### src/rtl/sdc_pkg.sv
package sdc_pkg;
   // Ticks needed per increment for a band index: 2^(top - band)
   function automatic int unsigned ticks_per_inc(input int unsigned band,
                                                 input int unsigned num_bands);
      return 32'd1 << (num_bands - 1 - band);
   endfunction
endpackage

### src/rtl/sdc_band_map.sv
module sdc_band_map #(
   parameter int BAND_W    = 3,
   parameter int NUM_BANDS = 7,
   localparam int PRE_W    = NUM_BANDS - 1
) (
   input  logic [BAND_W-1:0] band_code,
   output logic [PRE_W:0]    reload
);
   localparam logic [BAND_W-1:0] TOP_BAND = BAND_W'(NUM_BANDS - 1);

   logic [PRE_W:0]      limit_tbl [NUM_BANDS];
   logic [BAND_W-1:0]   band_clamped;

   // Build the reload table from the band index
   for (genvar g = 0; g < NUM_BANDS; g++) begin : g_tbl
      assign limit_tbl[g] = (PRE_W+1)'(sdc_pkg::ticks_per_inc(g, NUM_BANDS));
   end

   // Out-of-range codes fall back to the fastest band
   always_comb begin
      if (band_code > TOP_BAND) band_clamped = TOP_BAND;
      else                      band_clamped = band_code;
   end

   assign reload = limit_tbl[band_clamped];
endmodule

### src/rtl/sdc_prescaler.sv
module sdc_prescaler #(
   parameter int PRE_W = 6
) (
   input  logic         clk,
   input  logic         rst_n,
   input  logic         advance,
   input  logic         clear,
   input  logic [PRE_W:0] reload,
   output logic         fire
);
   logic [PRE_W-1:0] elapsed_q;
   logic [PRE_W:0]   elapsed_next;

   assign elapsed_next = {1'b0, elapsed_q} + 1'b1;
   assign fire         = advance && !clear && (elapsed_next >= reload);

   always_ff @(posedge clk) begin
      if (!rst_n || clear) begin
         elapsed_q <= '0;
      end else if (advance) begin
         if (fire) elapsed_q <= '0;
         else      elapsed_q <= elapsed_next[PRE_W-1:0];
      end
   end
endmodule

### src/rtl/sdc_sat_counter.sv
module sdc_sat_counter #(
   parameter int CNT_W = 16
) (
   input  logic             clk,
   input  logic             rst_n,
   input  logic             clear,
   input  logic             inc,
   output logic [CNT_W-1:0] value
);
   localparam logic [CNT_W-1:0] FULL = '1;

   logic [CNT_W-1:0] value_q;

   always_ff @(posedge clk) begin
      if (!rst_n || clear) begin
         value_q <= '0;
      end else if (inc && (value_q != FULL)) begin
         value_q <= value_q + 1'b1;
      end
   end

   assign value = value_q;
endmodule

### src/rtl/sdc_selfdis_counter.sv
module sdc_selfdis_counter #(
   parameter int CNT_W     = 16,
   parameter int BAND_W    = 3,
   parameter int NUM_BANDS = 7
) (
   input  logic              clk,
   input  logic              rst_n,
   input  logic              base_tick,
   input  logic [BAND_W-1:0] temp_band,
   input  logic              suspend,
   input  logic              host_clr,
   output logic [CNT_W-1:0]  sd_count
);
   localparam int PRE_W = NUM_BANDS - 1;

   if (NUM_BANDS < 2) begin : g_bad_bands
      $error("NUM_BANDS must be at least 2");
   end
   if (NUM_BANDS > (1 << BAND_W)) begin : g_bad_code
      $error("BAND_W too narrow for NUM_BANDS");
   end
   if (CNT_W < 2) begin : g_bad_cnt
      $error("CNT_W must be at least 2");
   end

   logic [PRE_W:0] reload;
   logic           counted_tick;
   logic           pre_fire;

   assign counted_tick = base_tick && !suspend;

   sdc_band_map #(.BAND_W(BAND_W), .NUM_BANDS(NUM_BANDS)) u_map (
      .band_code (temp_band),
      .reload    (reload)
   );

   sdc_prescaler #(.PRE_W(PRE_W)) u_pre (
      .clk     (clk),
      .rst_n   (rst_n),
      .advance (counted_tick),
      .clear   (host_clr),
      .reload  (reload),
      .fire    (pre_fire)
   );

   sdc_sat_counter #(.CNT_W(CNT_W)) u_cnt (
      .clk   (clk),
      .rst_n (rst_n),
      .clear (host_clr),
      .inc   (pre_fire),
      .value (sd_count)
   );
endmodule

### config.mk
export PLATFORM = sky130hd
export DESIGN_NAME = sdc_selfdis_counter
export DESIGN_NICKNAME = d
export VERILOG_FILES = /design/src/rtl/sdc_pkg.sv /design/src/rtl/sdc_band_map.sv /design/src/rtl/sdc_prescaler.sv /design/src/rtl/sdc_sat_counter.sv /design/src/rtl/sdc_selfdis_counter.sv
export SDC_FILE = /design/constraint.sdc
export NUM_CORES = 1
export LEC_CHECK = 0
export BUFFER_PORTS_ARGS = -buffer_cell sky130_fd_sc_hd__buf_2
export CAP_MARGIN = 10
export CORE_ASPECT_RATIO = 2
export CORE_MARGIN = 3
export CORE_UTILIZATION = 35
export CTS_CLUSTER_SIZE = 10
export DETAILED_ROUTE_END_ITERATION = 6
export MAX_ROUTING_LAYER = met4
export SLEW_MARGIN = 40
export SYNTH_ARGS = -nofsm -noshare
export SYNTH_HDL_FRONTEND = slang
export SYNTH_SLANG_ARGS = --single-unit
### constraint.sdc
create_clock -name clk -period 3.78 [get_ports clk]
set_input_delay 0 -clock clk [delete_from_list [all_inputs] [get_ports clk]]
set_output_delay 0 -clock clk [all_outputs]
set_load 0.005 [all_outputs]
## Word-level counts from Yosys, hierarchy flattened

Memories as Yosys holds them, arrays and structs flattened.
Cells that the tools add are included.

- Register bits: 22
- ROM bits: 56
- Input bits: 8
- Output and inout port bits: 16
- Word-level logic and storage cells: 22
- Memories kept: 1

Memory list:

| memory | depth | bits a word | read ports | clocked after Yosys merged registers in | write ports | line | text |
|---|---|---|---|---|---|---|---|
| (no name shown) | 8 | 7 | 1 | 0 | 0 | sdc_band_map.sv:25 | `assign reload = limit_tbl[band_clamped];` |

- $add $sub $neg: 2
- $lt $le $gt $ge: 3
- Equal/unequal tests: 1
- Multiplexer cells: 4
- Bitwise gates (word level): 1
- Reduce and logical (&&, ||, !) cells: 8

Operator list:

| kind | number |
|---|---|
| $add 16x1->16 const B | 1 |
| $ne 16x16->1 const B | 1 |
| $mux 7 | 2 |
| $add 6x1->7 const B | 1 |
| $ge 7x7->1 | 1 |
| $mux 6 | 1 |
| $ge 4x4->1 const B | 1 |
| $logic_and 1x1->1 | 4 |
| $not 3->4 | 1 |
| $gt 3x3->1 const B | 1 |
| $logic_not 1->1 | 3 |
| $mux 3 | 1 |
| $logic_or 1x1->1 | 1 |

## Longest topological paths before layout

Gate-level depths: netlist of run 1.

- Word-level depth: 9
- Mapped depth: 11
- Depth with buffers taken out: 10

## By module

A second synthesis of run 1 with hierarchy kept.

- Cell total of the unflattened synthesis: 161
- Area total of the unflattened synthesis: 1448.9 um^2

Modules (own cells, without submodules):

| module | instances | cells each | area each (um^2) | sequential area each (um^2) |
|---|---|---|---|---|
| sdc_sat_counter | 1 | 94 | 862.1 | 320.3 |
| sdc_prescaler | 1 | 59 | 518.0 | 120.1 |
| sdc_band_map | 1 | 7 | 55.1 | 0.0 |
| sdc_selfdis_counter | 1 | 1 | 13.8 | 0.0 |

## Worst setup path after synthesis of run 1

Ideal clock, no wire load.

- Path type: flip-flop to flip-flop
- Start point: register u_pre.elapsed_q[0]
- End point: register u_cnt.value_q[10] (netlist: u_cnt.value[10])
- Library setup time: 0.071 ns
- Arrival time: 2.379 ns
- Data required time: 3.709 ns
- Setup slack: 1.330 ns
- Cell stages (with the launch flop): 10
- Path buffers: 0
- Period minus slack after synthesis: 2.450 ns
- Path through: dfxtp_1 > ha_1 > nand3_1 > xnor2_1 > ha_1 > nand3_1 > o31ai_4 > nand2_2 > or4_1 > a21oi_1

- Cells in the longest elaborated chain, start to end: 4

Ends and longest elaborated chain:

| what | line | text |
|---|---|---|
| from (decl) | sdc_prescaler.sv:11 | `logic [PRE_W-1:0] elapsed_q;` |
| from (signal assigned) | sdc_prescaler.sv:22 | `else elapsed_q <= elapsed_next[PRE_W-1:0];` |
| $add 6x1->7 | sdc_prescaler.sv:14 | `assign elapsed_next = {1'b0, elapsed_q} + 1'b1;` |
| $ge 7x7->1 | sdc_prescaler.sv:15 | `assign fire = advance && !clear && (elapsed_next >= reload);` |
| $logic_and 1x1->1 | sdc_prescaler.sv:15 |  |
| $logic_and 1x1->1 | sdc_sat_counter.sv:17 | `end else if (inc && (value_q != FULL)) begin` |
| to (signal assigned) | sdc_sat_counter.sv:18 | `value_q <= value_q + 1'b1;` |
| to (decl) | sdc_sat_counter.sv:12 | `logic [CNT_W-1:0] value_q;` |

Every way passes these cells.
A chain may end at the register's enable or synchronous reset.

## Worst setup path after layout of run 1

- Start point: register u_pre.elapsed_q[0]
- End point: register u_cnt.value_q[9] (netlist: u_cnt.value[9])

Same word-level chain as after synthesis.

==> impl_results.md, run 1 <==
- Status: complete, no violations
- Area grow syn2layout: 17.3%
- Slew @ Worst Pin: 0.643 ns
- Final HPWL DP: 2.50 mm
- Yosys top cell by area: dfxtp_1
- F_max: 0.346 GHz
- Gate Count Post-Synth: 160
- Setup repair bufs after CTS: 0
- Tot Pwr: 0.488 mW
- Die Ht: 93.9 µm
- Synth cell count leaders: dfxtp_1, nand3_1, a21oi_1, nand2_1, nor2_1
- Crit Path Max Fanout: 18
- RSZ-0062 raised after global routing: false
- Area after DPL: 0.00151 mm²
- Vias after detailed routing: 1284
- Initial DRC count: 23
- Vias in the first global route: 1270
- Startpoint types: flop
- Rel. slew slack: 0.570
- Post-cts resize count: 0
- Hold EP: u_pre.elapsed_q[1]
- DIE WIDTH: 49.9 µm
- Crit end category: flop
- Yosys warns: 0
- Num rows: 31
- Power Density: 308 mW/mm²
- Total gr overflow: 0
- Number of hold violations in the final report: 0
- H-tree levels: 1
- Worst R2R Path Depth: 9
- Distinct cells, synth: 37
- Final period utilization: 0.764
- Top-count cell post-synth: dfxtp_1
- Worst Clk Skew: 0.00561 ns
- Hold Crit Start: suspend
- Pin count of the biggest net entering global routing: 22
- Fin crit period: 2.89 ns
- HP Class: primary input to flop
- First-pass GRT wire length: 5.55 mm
- Post-route ant nets: 0
- Routed WL per cell: 13.6 µm
- Mapped Area: 0.00135 mm²
- Leakage Power: 0.609 nW
- Via/cell ratio: 5.53
- Global-route usage over all layers: 0.155
- FF-to-FF setup slack: 0.89 ns
- Initial core utilization: 0.367
- Num ports: 24
- CTS tree: built
- Worst-Skew Late Latency: 0.26 ns
- Synth top area share: 0.326
- Yosys reg bits: 22
- Post-CTS Hold Buffers: 0
- ANT cells: 0
- Core region area: 0.00368 mm²
- Die ar.: 0.00469 mm²
- Max-Cap Viols: 0
- Worst IR Drop VDD: 280 µV
- CTS Buf Count: 3
- 1st-pass router iterations: 4
- Root buf cell: clkbuf_8
- Req. time, crit path: 3.97 ns
- Nets: 201
- Layout cell share with drive strength beyond 1: 0.202
- Min Hold Slack: 0.0704 ns
- I/O Buffers: 23
- Final setup fails: 0
- RePlAce Congestion: 0.868
- Initial antenna violation count: 0
- Setup TNS: 0 ns
- Hold path depth: 4
- Number of synthesized flops with an enable pin: 0
- CTS Sinks: 22
- Final wirelength: 3.16 mm
- Ys async rst share: 0
- RR Endpoint: u_cnt.value[9]
- Arrival @ worst endpoint: 3.08 ns
- Synth Area per Inst: 8.45 µm²
- Main synth FF type: dfxtp_1
- Seq/Total Area, Yosys: 0.326
- DRC viols: 0
- CTS clk-pin slew, worst paths: 0.08 ns
- CTS Buffer Depth: 2
- Final instance area: 0.00159 mm²
- Synth area leaders: dfxtp_1, ha_1, nand3_1
- Post-synthesis net count: 177
- Fin. max-slew vios: 0
- Reg2reg start: u_pre.elapsed_q[0]
- Setup Crit Path Kind: flop to flop
where the power goes:
group          total (mW)  leakage [nW]  internal [mW]  switching [mW]
Clock               0.215        0.0357          0.141          0.0740
Sequential          0.233         0.177          0.232        0.000840
Combinational      0.0394         0.396         0.0163          0.0231
cell usage in the layout, fill, tap and decap left out, types with 3 or more instances in the layout:
cell type and instances:
a211oi_1 3, a21oi_1 15, and3_1 4, buf_2 23, clkbuf_8 3, dfxtp_1 22
ha_1 9, inv_1 3, nand2_1 11, nand3_1 16, nand4_1 5, nor2_1 11
o21ai_0 6, o31ai_1 3, or3_1 7, or4_1 6, xor2_1 6
how the worst max path moves through the flow:
stage	from	to	slack [ns]
finish	u_pre.elapsed_q[0]	u_cnt.value[9]	0.89
global route	u_pre.elapsed_q[0]	u_cnt.value[9]	0.69
CTS	u_pre.elapsed_q[0]	u_cnt.value[9]	0.87
detailed placement	u_pre.elapsed_q[0]	u_cnt.value[9]	0.91
global placement	u_pre.elapsed_q[2]	u_cnt.value[7]	1.03
floorplan	u_pre.elapsed_q[0]	u_cnt.value[10]	1.33
final cells by class:
class | instances | area (µm²)
multi-input combinational | 131 | 886
inverter | 3 | 11.3
clock inverter | 1 | 30.0
fill | 391 | 2100
clock buffer | 3 | 41.3
sequential | 22 | 440
tap | 49 | 61.3
timing repair buffer | 23 | 115
logic make-up after synthesis:
| family | count (synthesis) | share of synthesized area |
|---|---|---|
| AO/OA/AOI/OAI | 35 | 0.182 |
| flip-flops | 22 | 0.326 |
| adder cells (fa/ha/maj) | 9 | 0.0833 |
| buffers and inverters | 7 | 0.0204 |
| AND/OR/NAND/NOR | 77 | 0.321 |
| XOR/XNOR | 8 | 0.0519 |
| multiplexers | 2 | 0.0148 |
sequential cells by signal (all words and copies together) (netlist names):
| signal | cells |
|---|---|
| u_cnt.value | 16 |
| u_pre.elapsed_q | 6 |
layer usage:
metal  vias to the layer above  share of wire  GRT usage
met5                         -              0          -
met4                         0          0.055      0.132
met3                        18          0.028     0.0127
met2                        31           0.53      0.262
met1                       596           0.39      0.157
li1                        639              -          -
worst max-delay path: stages (launching register included):
cell,delay (ns)
dfxtp_1,0.41
ha_1,0.25
nand3_1,0.17
xnor2_1,0.18
ha_1,0.29
nand3_1,0.11
o31ai_4,0.39
o211ai_2,0.37
or4_1,0.51
a21oi_1,0.15
through the flow:
stage                     worst slack [ns]  cells  utilization
after floorplan                       1.33    160            -
after global placement                1.03    228        0.410
after detailed placement             0.912    228        0.410
after CTS                            0.873    232        0.430
after global routing                 0.689    232        0.430
final                                0.893    232        0.430
Power figures use the tool's default switching activity.
==> run 2: changes to the inputs <==
clock period = 2.7 ns   (was 3.78 ns; I/O delays follow)
==> run 2 against run 1 <==
Global-route usage is 0.56 points higher. Highest routed layer unchanged. Clock skew is 0.0013 ns lower. First-iteration DRC count is 17% lower. Fmax is 11% higher. Critical endpoint is now u_cnt.value[10]. Worst hold slack worse by 0.0053 ns. Sequential power is 40% higher.
==> impl_results.md, run 2 (same netlist as run 1, synthesis figures left out) <==
- Status: complete, no violations
- CTS Buf Count: 3 (unchanged)
- Root buf cell: clkbuf_8
- Fin crit period: 2.59 ns (-0.294 ns)
- Max reg flops: 16 (unchanged)
- Nets: 212 (+5.5%)
- Most common cell after layout, fill and taps aside: buf_2
- RePlAce Congestion: 0.821 (-5.4%)
- Die Ht: 93.9 µm (unchanged)
- CTS Buffer Depth: 2 (unchanged)
- Area grow syn2layout: 26.1%
- Initial core utilization: 0.367 (unchanged)
- CTS tree: built
- Num ports: 24 (unchanged)
- Slowest-stage cell, CP: or4_4
- Total gr overflow: 0 (unchanged)
- Core region area: 0.00368 mm² (unchanged)
- First-pass GRT wire length: 5.78 mm (+4.1%)
- Initial antenna violation count: 0 (unchanged)
- DRC viols: 0 (unchanged)
- Area after DPL: 0.00158 mm² (+4.5%)
- Initial DRC count: 19 (-17%)
- DIE WIDTH: 49.9 µm (unchanged)
- ANT cells: 0 (unchanged)
- Startpoint types: flop
- Final setup fails: 0 (unchanged)
- Slew @ Worst Pin: 0.454 ns (-0.189 ns)
- Worst IR Drop VDD: 381 µV (+36%)
- H-tree levels: 1 (unchanged)
- Setup Crit Path Kind: flop to flop
- RSZ-0062 raised after global routing: false
- Fin. max-slew vios: 0 (unchanged)
- CTS Sinks: 22 (unchanged)
- Post-route insts no fill: 243 (+4.7%)
- Final wirelength: 3.33 mm (+5.1%)
- Setup TNS: 0 ns (unchanged)
- HP Class: primary input to flop
- Num rows: 31 (unchanged)
- Vias after detailed routing: 1316 (+2.5%)
- FF-to-FF setup slack: 0.11 ns (-0.79 ns)
- Top delay family on crit path: simple AND/OR/NAND/NOR gates
- Crit end category: flop
- I/O Buffers: 23 (unchanged)
- Final instance area: 0.00170 mm² (+7.5%)
- Layout cell share with drive strength beyond 1: 0.284 (+0.0813)
- CTS clk-pin slew, worst paths: 0.08 ns (about the same)
- Pin count of the biggest net entering global routing: 22 (unchanged)
- Worst Clk Skew: 0.00427 ns (-0.00134 ns)
- Vias in the first global route: 1350 (+6.3%)
- Routed WL per cell: 13.7 µm (+0.33%)
- Power Density: 411 mW/mm² (+34%)
- Arrival @ worst endpoint: 2.79 ns (-0.29 ns)
- Worst path most repeated cell: ha_1
- Final HPWL DP: 2.55 mm (+1.8%)
- Req. time, crit path: 2.90 ns (-1.07 ns)
- Inst Count DP: 237 (+3.9%)
- Global-route usage over all layers: 0.160 (+0.00557)
- Rel. slew slack: 0.695 (+0.125)
- F_max: 0.386 GHz (+11%)
- Die ar.: 0.00469 mm² (unchanged)
- Final period utilization: 0.960 (+0.197)
- Worst-path cell chain: ha_1 > buf_4 > xor2_1 > ha_1 > o21a_1 > nor2_1 > o31ai_4 > buf_6 > nand2_2 > or4_4 > a21oi_2
- 1st-pass router iterations: 4 (unchanged)
- Tot Pwr: 0.700 mW (+44%)
- Worst-Skew Late Latency: 0.27 ns (about the same)
- Leakage Power: 0.678 nW (+11%)
- Number of hold violations in the final report: 0 (unchanged)
- Most frequent cells in the layout: buf_2, dfxtp_1, nand3_1
- Slowest stage delay, CP: 0.53 ns (+0.02 ns)
- Post-route ant nets: 0 (unchanged)
- Critical path buffer and inverter count: 2 (+2)
- Crit Path Max Fanout: 5 (-13)
- Via/cell ratio: 5.42 (-2.1%)
- Max-Cap Viols: 0 (unchanged)
run 2: metrics by stage:
step	setup WS, ns	hold WS (ns)	utilization
6_report	0.107	0.0652	0.462
5_1_grt	0.00427	0.112	0.462
4_1_cts	0.0168	0.0658	0.453
3_5_place_dp	0.0201	0.358	0.429
3_3_place_gp	0.103	0.340	0.429
2_1_floorplan	0.250	0.203	-
run 2: report_power, final:
group          switching (mW)  total [mW]  leakage [nW]  internal, mW
Clock                   0.108       0.307        0.0357         0.198
Combinational          0.0364      0.0673         0.464        0.0310
Sequential            0.00119       0.326         0.178         0.325
run 2: worst min-delay path, delay by kind of cell:
kind | cells | cell delay (ns)
AND/OR/NAND/NOR | 2 | 0.15
buffers and inverters | 1 | 0.08
AO/OA/AOI/OAI | 1 | 0.06
run 2: cell type report:
type	count	area [µm²]
fillers	361	1980
repair buffers	34	201
well taps	49	61.3
inverters	3	11.3
flip-flops and latches	22	443
clock inverters	1	30.0
multi-input cells	131	916
clock buffers	3	41.3
run 2: routing by layer:
| metal | up-vias | wire length, µm | global-route usage |
|---|---|---|---|
| met5 | - | 0 | - |
| met4 | 0 | 70 | 0.0855 |
| met3 | 5 | 71 | 0.0143 |
| met2 | 24 | 1930 | 0.305 |
| met1 | 628 | 1250 | 0.154 |
| li1 | 659 | - | - |
run 2: path summary, 6_finish.rpt:
path / startpoint / end / cells past startpoint
setup / recovery: u_pre.elapsed_q[0] / u_cnt.value[10] / 11
hold / removal: suspend / u_pre.elapsed_q[5] / 4
setup reg to reg: u_pre.elapsed_q[0] / u_cnt.value[10] / 11
hold reg to reg: u_pre.elapsed_q[1] / u_pre.elapsed_q[1] / 2
run 2: timing repair:
item | 4_1_cts | 5_1_grt
hold endpoints to repair | 0 | 0
buffers inserted | 1 | 1
setup endpoints to repair | 3 | 7
gates resized for setup | 2 | 7
hold buffers | 0 | 0
pin swaps | 0 | 2
